$ cat src/rtl/sdiv_pkg.sv
package sdiv_pkg;
  typedef enum logic [1:0] {
    ST_IDLE   = 2'd0,
    ST_LAUNCH = 2'd1,
    ST_WAIT   = 2'd2
  } sdiv_state_e;
endpackage

$ cat src/rtl/sdiv_mag.sv
// Magnitude of a split double-width dividend and a single-width divisor.
module sdiv_mag #(
  parameter int HW = 8
) (
  input  logic [HW-1:0] hi,
  input  logic [HW-1:0] lo,
  input  logic [HW-1:0] dvs,
  output logic [HW-1:0] mag_hi,
  output logic [HW-1:0] mag_lo,
  output logic [HW-1:0] mag_dvs,
  output logic          dvd_neg,
  output logic          dvs_neg
);
  logic lo_zero;

  always_comb begin
    dvd_neg = hi[HW-1];
    dvs_neg = dvs[HW-1];
    lo_zero = (lo == '0);
    // low half: plain two's complement
    mag_lo  = dvd_neg ? (~lo + HW'(1)) : lo;
    // upper half: carry from the low half only exists when it was zero
    if (!dvd_neg)     mag_hi = hi;
    else if (lo_zero) mag_hi = ~hi + HW'(1);
    else              mag_hi = ~hi;
    mag_dvs = dvs_neg ? (~dvs + HW'(1)) : dvs;
  end
endmodule

$ cat src/rtl/sdiv_pre.sv
// Pre-stage: selects width, converts to magnitudes, builds the sign flag.
module sdiv_pre #(
  parameter int W = 16
) (
  input  logic [2*W-1:0] dividend,
  input  logic [W-1:0]   divisor,
  input  logic           is_signed,
  input  logic           byte_mode,
  output logic [2*W-1:0] core_dvd,
  output logic [W-1:0]   core_dvs,
  output logic           neg_quot,
  output logic           neg_rem
);
  localparam int HB = W / 2;

  logic [1:0][W-1:0] mh, ml, md;
  logic [1:0]        dn, dv;

  // index 0 = word width, index 1 = byte width
  for (genvar gi = 0; gi < 2; gi++) begin : g_width
    localparam int HW = W >> gi;
    logic [HW-1:0] mh_l, ml_l, md_l;
    sdiv_mag #(.HW(HW)) u_mag (
      .hi      (dividend[2*HW-1:HW]),
      .lo      (dividend[HW-1:0]),
      .dvs     (divisor[HW-1:0]),
      .mag_hi  (mh_l),
      .mag_lo  (ml_l),
      .mag_dvs (md_l),
      .dvd_neg (dn[gi]),
      .dvs_neg (dv[gi])
    );
    assign mh[gi] = W'(mh_l);
    assign ml[gi] = W'(ml_l);
    assign md[gi] = W'(md_l);
  end

  logic [W-1:0] raw_hi, raw_lo, raw_dvs, sel_hi, sel_lo, sel_dvs;
  logic         sign_flag;

  always_comb begin
    if (byte_mode) begin
      raw_hi  = W'(dividend[W-1:HB]);
      raw_lo  = W'(dividend[HB-1:0]);
      raw_dvs = W'(divisor[HB-1:0]);
    end else begin
      raw_hi  = dividend[2*W-1:W];
      raw_lo  = dividend[W-1:0];
      raw_dvs = divisor;
    end

    // sign flag starts clear, toggled per negative operand
    sign_flag = 1'b0;
    if (is_signed) begin
      if (dn[byte_mode]) sign_flag = ~sign_flag;
      if (dv[byte_mode]) sign_flag = ~sign_flag;
    end
    neg_quot = sign_flag;
    neg_rem  = is_signed & dn[byte_mode];

    sel_hi  = is_signed ? mh[byte_mode] : raw_hi;
    sel_lo  = is_signed ? ml[byte_mode] : raw_lo;
    sel_dvs = is_signed ? md[byte_mode] : raw_dvs;

    if (byte_mode) core_dvd = {{W{1'b0}}, sel_hi[HB-1:0], sel_lo[HB-1:0]};
    else           core_dvd = {sel_hi, sel_lo};
    core_dvs = sel_dvs;
  end
endmodule

$ cat src/rtl/sdiv_post.sv
// Post-stage: overflow test, sign application, error zeroing.
module sdiv_post #(
  parameter int W = 16
) (
  input  logic         byte_mode,
  input  logic         is_signed,
  input  logic         neg_quot,
  input  logic         neg_rem,
  input  logic         core_err,
  input  logic [W-1:0] core_quot,
  input  logic [W-1:0] core_rem,
  output logic [W-1:0] quot,
  output logic [W-1:0] rem,
  output logic         err
);
  localparam int HB = W / 2;

  logic [W-1:0] mask, qm, rm;
  logic         q_top, ovf;

  always_comb begin
    mask  = byte_mode ? W'({HB{1'b1}}) : {W{1'b1}};
    qm    = core_quot & mask;
    rm    = core_rem & mask;
    q_top = byte_mode ? core_quot[HB-1] : core_quot[W-1];
    ovf   = is_signed & q_top;
    // core rejection wins; overflow only matters otherwise
    err   = core_err | ovf;
    if (err) begin
      quot = '0;
      rem  = '0;
    end else begin
      quot = (neg_quot ? (~qm + W'(1)) : qm) & mask;
      rem  = (neg_rem  ? (~rm + W'(1)) : rm) & mask;
    end
  end
endmodule

$ cat src/rtl/sdiv_ctrl.sv
// Sequencer: idle -> launch core -> wait for core.
module sdiv_ctrl
  import sdiv_pkg::*;
(
  input  logic clk,
  input  logic rst,
  input  logic start,
  input  logic core_done,
  output logic accept,
  output logic core_start,
  output logic capture
);
  sdiv_state_e state_q, state_d;

  always_comb begin
    accept     = (state_q == ST_IDLE) && start;
    core_start = (state_q == ST_LAUNCH);
    capture    = (state_q == ST_WAIT) && core_done;
    state_d    = state_q;
    case (state_q)
      ST_IDLE:   if (start) state_d = ST_LAUNCH;
      ST_LAUNCH: state_d = ST_WAIT;
      ST_WAIT:   if (core_done) state_d = ST_IDLE;
      default:   state_d = ST_IDLE;
    endcase
  end

  always_ff @(posedge clk) begin
    if (rst) state_q <= ST_IDLE;
    else     state_q <= state_d;
  end

  // a completed operation returns to idle
  a_r7_idle_after_capture: assert property (@(posedge clk) disable iff (rst)
    capture |=> (state_q == ST_IDLE));
  // one launch per accepted start
  a_r7_launch_then_wait: assert property (@(posedge clk) disable iff (rst)
    core_start |=> (state_q == ST_WAIT));
endmodule

$ cat src/rtl/sdiv_wrap.sv
module sdiv_wrap #(
  parameter int W = 16
) (
  input  logic           clk,
  input  logic           rst,
  input  logic           start,
  input  logic           is_signed,
  input  logic           byte_mode,
  input  logic [2*W-1:0] dividend,
  input  logic [W-1:0]   divisor,
  output logic           done,
  output logic [W-1:0]   quotient,
  output logic [W-1:0]   remainder,
  output logic           div_err,
  output logic           flag_carry,
  output logic           flag_ovf,
  output logic           core_start,
  output logic           core_byte,
  output logic [2*W-1:0] core_dividend,
  output logic [W-1:0]   core_divisor,
  input  logic           core_done,
  input  logic [W-1:0]   core_quotient,
  input  logic [W-1:0]   core_remainder,
  input  logic           core_err
);
  localparam int HB = W / 2;

  logic           accept, capture;
  logic [2*W-1:0] pre_dvd;
  logic [W-1:0]   pre_dvs;
  logic           pre_nq, pre_nr;
  logic           sig_q, byte_q, nq_q, nr_q;
  logic [W-1:0]   post_q, post_r;
  logic           post_err;

  sdiv_ctrl u_ctrl (
    .clk        (clk),
    .rst        (rst),
    .start      (start),
    .core_done  (core_done),
    .accept     (accept),
    .core_start (core_start),
    .capture    (capture)
  );

  sdiv_pre #(.W(W)) u_pre (
    .dividend  (dividend),
    .divisor   (divisor),
    .is_signed (is_signed),
    .byte_mode (byte_mode),
    .core_dvd  (pre_dvd),
    .core_dvs  (pre_dvs),
    .neg_quot  (pre_nq),
    .neg_rem   (pre_nr)
  );

  sdiv_post #(.W(W)) u_post (
    .byte_mode (byte_q),
    .is_signed (sig_q),
    .neg_quot  (nq_q),
    .neg_rem   (nr_q),
    .core_err  (core_err),
    .core_quot (core_quotient),
    .core_rem  (core_remainder),
    .quot      (post_q),
    .rem       (post_r),
    .err       (post_err)
  );

  // operation registers, loaded when a start is taken
  always_ff @(posedge clk) begin
    if (rst) begin
      sig_q         <= 1'b0;
      byte_q        <= 1'b0;
      nq_q          <= 1'b0;
      nr_q          <= 1'b0;
      core_dividend <= '0;
      core_divisor  <= '0;
    end else if (accept) begin
      sig_q         <= is_signed;
      byte_q        <= byte_mode;
      nq_q          <= pre_nq;
      nr_q          <= pre_nr;
      core_dividend <= pre_dvd;
      core_divisor  <= pre_dvs;
    end
  end

  assign core_byte = byte_q;

  // result registers
  always_ff @(posedge clk) begin
    if (rst) begin
      done       <= 1'b0;
      quotient   <= '0;
      remainder  <= '0;
      div_err    <= 1'b0;
      flag_carry <= 1'b0;
      flag_ovf   <= 1'b0;
    end else begin
      done <= capture;
      if (capture) begin
        quotient  <= post_q;
        remainder <= post_r;
        div_err   <= post_err;
        if (sig_q) begin
          flag_carry <= 1'b0;
          flag_ovf   <= 1'b0;
        end
      end
    end
  end

  // core request lasts one cycle
  a_r7_core_start_pulse: assert property (@(posedge clk) disable iff (rst)
    core_start |=> !core_start);
  // core request only follows a start
  a_r7_launch_follows_start: assert property (@(posedge clk) disable iff (rst)
    core_start |-> $past(start));
  // done lasts one cycle and follows the core strobe
  a_r7_done_pulse: assert property (@(posedge clk) disable iff (rst)
    done |=> !done);
  a_r7_done_follows_core: assert property (@(posedge clk) disable iff (rst)
    done |-> $past(core_done));
  // errors carry zero results
  a_r5_err_zero: assert property (@(posedge clk) disable iff (rst)
    (done && div_err) |-> (quotient == '0 && remainder == '0));
  // a core rejection is always reported
  a_r4_core_err: assert property (@(posedge clk) disable iff (rst)
    (capture && core_err) |=> (done && div_err));
  // signed magnitude with top bit set is an error
  a_r3_signed_overflow: assert property (@(posedge clk) disable iff (rst)
    (capture && sig_q && (byte_q ? core_quotient[HB-1] : core_quotient[W-1]))
      |=> (done && div_err));
  // byte results leave the upper half clear
  a_r6_byte_upper_zero: assert property (@(posedge clk) disable iff (rst)
    (done && byte_q) |-> (quotient[W-1:HB] == '0 && remainder[W-1:HB] == '0));
endmodule

$ cat config.mk
export PLATFORM = sky130hd
export DESIGN_NAME = sdiv_wrap
export DESIGN_NICKNAME = d
export VERILOG_FILES = /design/src/rtl/sdiv_pkg.sv /design/src/rtl/sdiv_mag.sv /design/src/rtl/sdiv_pre.sv /design/src/rtl/sdiv_post.sv /design/src/rtl/sdiv_ctrl.sv /design/src/rtl/sdiv_wrap.sv
export SDC_FILE = /design/constraint.sdc
export NUM_CORES = 1
export LEC_CHECK = 0
export ABC_AREA = 1
export BUFFER_PORTS_ARGS = -buffer_cell sky130_fd_sc_hd__buf_4
export CAP_MARGIN = 20
export CORE_MARGIN = 1.5
export CORE_UTILIZATION = 57
export CTS_CLUSTER_DIAMETER = 80
export DETAILED_ROUTE_END_ITERATION = 8
export PLACE_DENSITY = 0.88
export SYNTH_ARGS = -nofsm -noshare
export SYNTH_HDL_FRONTEND = slang
export SYNTH_SLANG_ARGS = --single-unit
$ cat constraint.sdc
create_clock -name clk -period 2.25 [get_ports clk]
set_input_delay 0 -clock clk [delete_from_list [all_inputs] [get_ports clk]]
set_output_delay 0 -clock clk [all_outputs]
set_load 0.01 [all_outputs]
==> qor_table.md <==
| Result | Value | Unit |
|---|---|---|
| Max stage delay cell, worst path | sky130_fd_sc_hd__dlygate4sd3_1 | - |
| Post-synthesis sequential element count | 88 | - |
| Average cell area after synthesis | 6.21 | sq um |
| Buffer cell driving the clock tree root | sky130_fd_sc_hd__clkbuf_8 | - |
| Startpoint kind of the worst setup timing path | input pin | - |
| Multiplexer area fraction after synthesis | 0 | % |
| Worst Setup Slack post-DPL | 517 | ps |
| Detailed Routing Iterations Pass 1 | 5 | - |
| Worst setup path end | quotient[14] | - |
| Number of vias in the routed layout | 6,816 | - |
| Total negative slack | 0 | ps |
| Fraction of the mapped netlist area in simple logic gates | 39.4 | % |
| Standard cell area after detailed placement | 7110 | sq um |
| Setup repair bufs after CTS | 0 | - |
| Pwr Density | 482 | nW/um^2 |
| Cell area after technology mapping | 5790 | sq um |
| Final Hold Fails | 0 | - |
| Routability-driven placement congestion ratio | 0.940 | - |
| Post-synthesis adder-cell area fraction | 1.51 | % |
| Die area | 10,800 | sq um |
| Leakage power figure | 0.00366 | uW |
| Distinct cell type count after synthesis | 50 | - |
| Setup slack of the most critical reg-to-reg path | 540 | ps |
| Total wire length | 17.6 | mm |
| Overall global routing resource usage | 32.5 | % |
| FF-to-FF End | core_dividend[12] | - |
| Crit Path Category | input pin to register | - |
| Number of global-route vias before repair | 6,260 | - |
| Proportion of synthesized chip area in sequential cells | 30.4 | % |
| Share of async-settable or async-resettable flops after synthesis | 0 | % |
| I/O Buffers | 170 | - |
| Ratio of cells with drive above 1 in the final layout | 21.9 | % |
| Xor/xnor cell area share of the yosys netlist | 0.756 | % |
| Count of clock tree sinks | 88 | - |
| Compound-Gate Fraction of Synth Area | 18.1 | % |
| Post-synth EDFFs | 0 | - |
| Dominant cell type by area after synthesis | sky130_fd_sc_hd__dfxtp_1 | - |
| Reg2reg start | u_ctrl.state_q[0] | - |
| Final-report max-slew violation count | 0 | - |
| Synth cell count leaders | sky130_fd_sc_hd__nand2_1 (297), sky130_fd_sc_hd__dfxtp_1 (88), sky130_fd_sc_hd__inv_1 (88) | - |
| Worst max-slew margin expressed relative to the limit | 56.4 | % |
| Worst supply voltage drop on vdd | 0.342 | mV |
| Global-route wire length before repair | 29.4 | mm |
| Kind of capture point of the worst setup path | register | - |
| TritonCTS Buffers | 9 | - |
| Setup repair after global routing missed its margin | no | - |
| Post-synthesis instance total | 933 | - |
| Top_reg_cell synth | sky130_fd_sc_hd__dfxtp_1 | - |
| Cell Rows | 36 | - |
| Num ports | 173 | - |
| Fin crit period | 1990 | ps |
| Worst min path class | input pin to register | - |
| DR vias/cell | 5.43 | - |
| Worst EP arrival | 2210 | ps |
| Most frequent cell after synthesis | sky130_fd_sc_hd__nand2_1 | - |
| Main combinational cell family by area after synthesis | simple AND/OR/NAND/NOR gates | - |
| Cell Chain, Critical Path | dlygate4sd3_1 > buf_4 > inv_1 > ha_1 > nand3_1 > nor3_1 > nand4_1 > nand2_1 > nand2_1 > nand2_1 > nand2_1 > nand2_1 > a21oi_2 | - |
| Aggregate global routing overflow | 0 | - |
| Number of cells on the worst reg-to-reg path | 8 | - |
| Final non-filler cell area | 7620 | sq um |
| Number of buffers between clock root and the deepest sink | 2 | - |
| Launching instance or port of the critical path | core_quotient[0] | - |
| Clock transition at path regs | 110 | ps |
| ANT nets after route | 0 | - |
| Height of the die | 104 | microns |
| Peak Freq | 504 | MHz |
| Final net count | 1,212 | - |
| Clock latency on the worst-skew pair | 360 | ps |
| TritonCTS clock tree | yes | - |
| Transition time at the pin with the least slew margin | 653 | ps |
| Hpwl dp | 12.7 | mm |
| Total inserted antenna cells | 0 | - |
| Crit Path Max Fanout | 5 | - |
| Area Growth Syn to Fin | 31.7 | % |
| Share of the synthesized area in the top cell type | 30.4 | % |
| Chip Width | 104 | microns |
| Synth area leaders | sky130_fd_sc_hd__dfxtp_1 (30%), sky130_fd_sc_hd__nand2_1 (19%), sky130_fd_sc_hd__nand3_1 (7.0%) | - |
| CORE AREA | 9820 | sq um |
| Initial Utilization | 59.0 | % |
| Final clock skew | 21.7 | ps |
| Final number of setup-violating endpoints | 0 | - |
| Maximum Capacitance Violations | 0 | - |
| Pin count of the biggest net entering global routing | 39 | - |
| Most frequent CP cell | sky130_fd_sc_hd__nand2_1 | - |
| Tcrit/Tclk final | 88.2 | % |
| Yosys warns | 0 | - |
| Count of filler cells inserted in the layout | 805 | - |
| Run status | complete, no violations | - |
| Antenna violations before repair | 0 | - |
| CP peak stage delay | 560 | ps |
| Drt first-iter violations | 391 | - |
| Drt wl/cell | 14.0 | microns |
| Final worst setup slack | 264 | ps |
| WP data required | 2480 | ps |
| Count of H-tree levels built during CTS | 3 | - |
| Remaining design rule violation count | 0 | - |
state kept, by name, summed over array words and instances (netlist names):
register / flops
sig_q: 1
u_ctrl.state_q: 2
core_dividend: 32
remainder: 16
nq_q: 1
quotient: 16
done: 1
core_divisor: 16
div_err: 1
nr_q: 1
core_byte: 1
where the power goes:
group	internal (uW)	total (uW)	switching (uW)
Sequential	1630	1680	48.4
Combinational	412	964	552
Clock	418	1030	613
Total	2460	3670	1210
worst max-delay path, delay by kind of cell:
family	cells	cell delay (ps)
and+or+nand+nor	8	1220
buffers and inverters	3	760
adders and majority gates	1	180
AOI/OAI and AO/OA	1	50
stage by stage:
step | util [%] | hold slack (ps) | power, uW | std cells
after floorplan | - | 138 | 2230 | 934
after global placement | 72.4 | 270 | 2600 | 1206
after detailed placement | 72.4 | 285 | 2610 | 1206
after CTS | 77.6 | 4.84 | 3680 | 1256
after global routing | 77.6 | 20.7 | 3850 | 1256
final | 77.6 | 7.20 | 3670 | 1256
placed cells by master (no fill, tap or decap), types with 3 or more instances in the layout:
cell type / count
sky130_fd_sc_hd__o21ai_1: 5
sky130_fd_sc_hd__inv_1: 88
sky130_fd_sc_hd__nor2_1: 76
sky130_fd_sc_hd__nand4_1: 11
sky130_fd_sc_hd__inv_2: 6
sky130_fd_sc_hd__dfxtp_1: 88
sky130_fd_sc_hd__nor2_4: 3
sky130_fd_sc_hd__a21boi_0: 4
sky130_fd_sc_hd__or2_2: 3
sky130_fd_sc_hd__xor2_1: 3
sky130_fd_sc_hd__nand3_1: 81
sky130_fd_sc_hd__buf_4: 179
sky130_fd_sc_hd__a21oi_2: 14
sky130_fd_sc_hd__o221ai_1: 6
sky130_fd_sc_hd__nand2_2: 9
sky130_fd_sc_hd__nand2_1: 297
sky130_fd_sc_hd__ha_1: 7
sky130_fd_sc_hd__nor2_2: 6
sky130_fd_sc_hd__nand3_2: 3
sky130_fd_sc_hd__o21ai_0: 48
sky130_fd_sc_hd__a32oi_1: 3
sky130_fd_sc_hd__nand3b_1: 6
sky130_fd_sc_hd__o211ai_1: 10
sky130_fd_sc_hd__clkbuf_8: 9
sky130_fd_sc_hd__a21oi_1: 80
sky130_fd_sc_hd__nor3_1: 12
sky130_fd_sc_hd__dlygate4sd3_1: 34
metal layers:
| metal | routed length (microns) | vias to the layer above | part of all wire (%) | global-route usage (%) |
|---|---|---|---|---|
| met5 | 0 | - | 0 | 0 |
| met4 | 374 | 0 | 2.1 | 11.1 |
| met3 | 1160 | 42 | 6.6 | 4.85 |
| met2 | 8460 | 268 | 48 | 55.9 |
| met1 | 7620 | 3094 | 43 | 41.6 |
| li1 | - | 3412 | - | - |
worst min-delay path by stage:
stage | to | cells after the start | slack [ps] | start
detailed placement | core_dividend[5] | 3 | 290 | dividend[5]
CTS | core_divisor[8] | 4 | 5 | divisor[8]
global placement | core_dividend[0] | 3 | 270 | dividend[0]
finish | core_divisor[8] | 4 | 7 | divisor[8]
floorplan | core_dividend[5] | 2 | 140 | dividend[5]
global route | core_divisor[8] | 4 | 20 | divisor[8]
repair_timing:
action	4_1_cts	5_1_grt
hold endpoints to repair	34	0
hold buffers	34	0
gates resized for setup	0	0
kinds of logic (layout without fill, tap and decap cells):
family	count (synthesis)	count (layout)
xor+xnor	5	5
flops	88	88
compound gates	179	179
buf+inv	136	325
fa+ha+maj	7	7
other cells	1	2
simple gates	517	517
cell type report:
type / count / area, sq um / area share (%)
clock buffer: 10 / 128 / 1.67
clock inverter: 6 / 50.0 / 0.656
inverter: 96 / 360 / 4.73
multi-input combinational: 710 / 3470 / 45.6
sequential: 88 / 1760 / 23.1
tap: 133 / 166 / 2.18
timing repair buffer: 213 / 1680 / 22.1
Note: power is estimated with default switching activity, not from simulation.
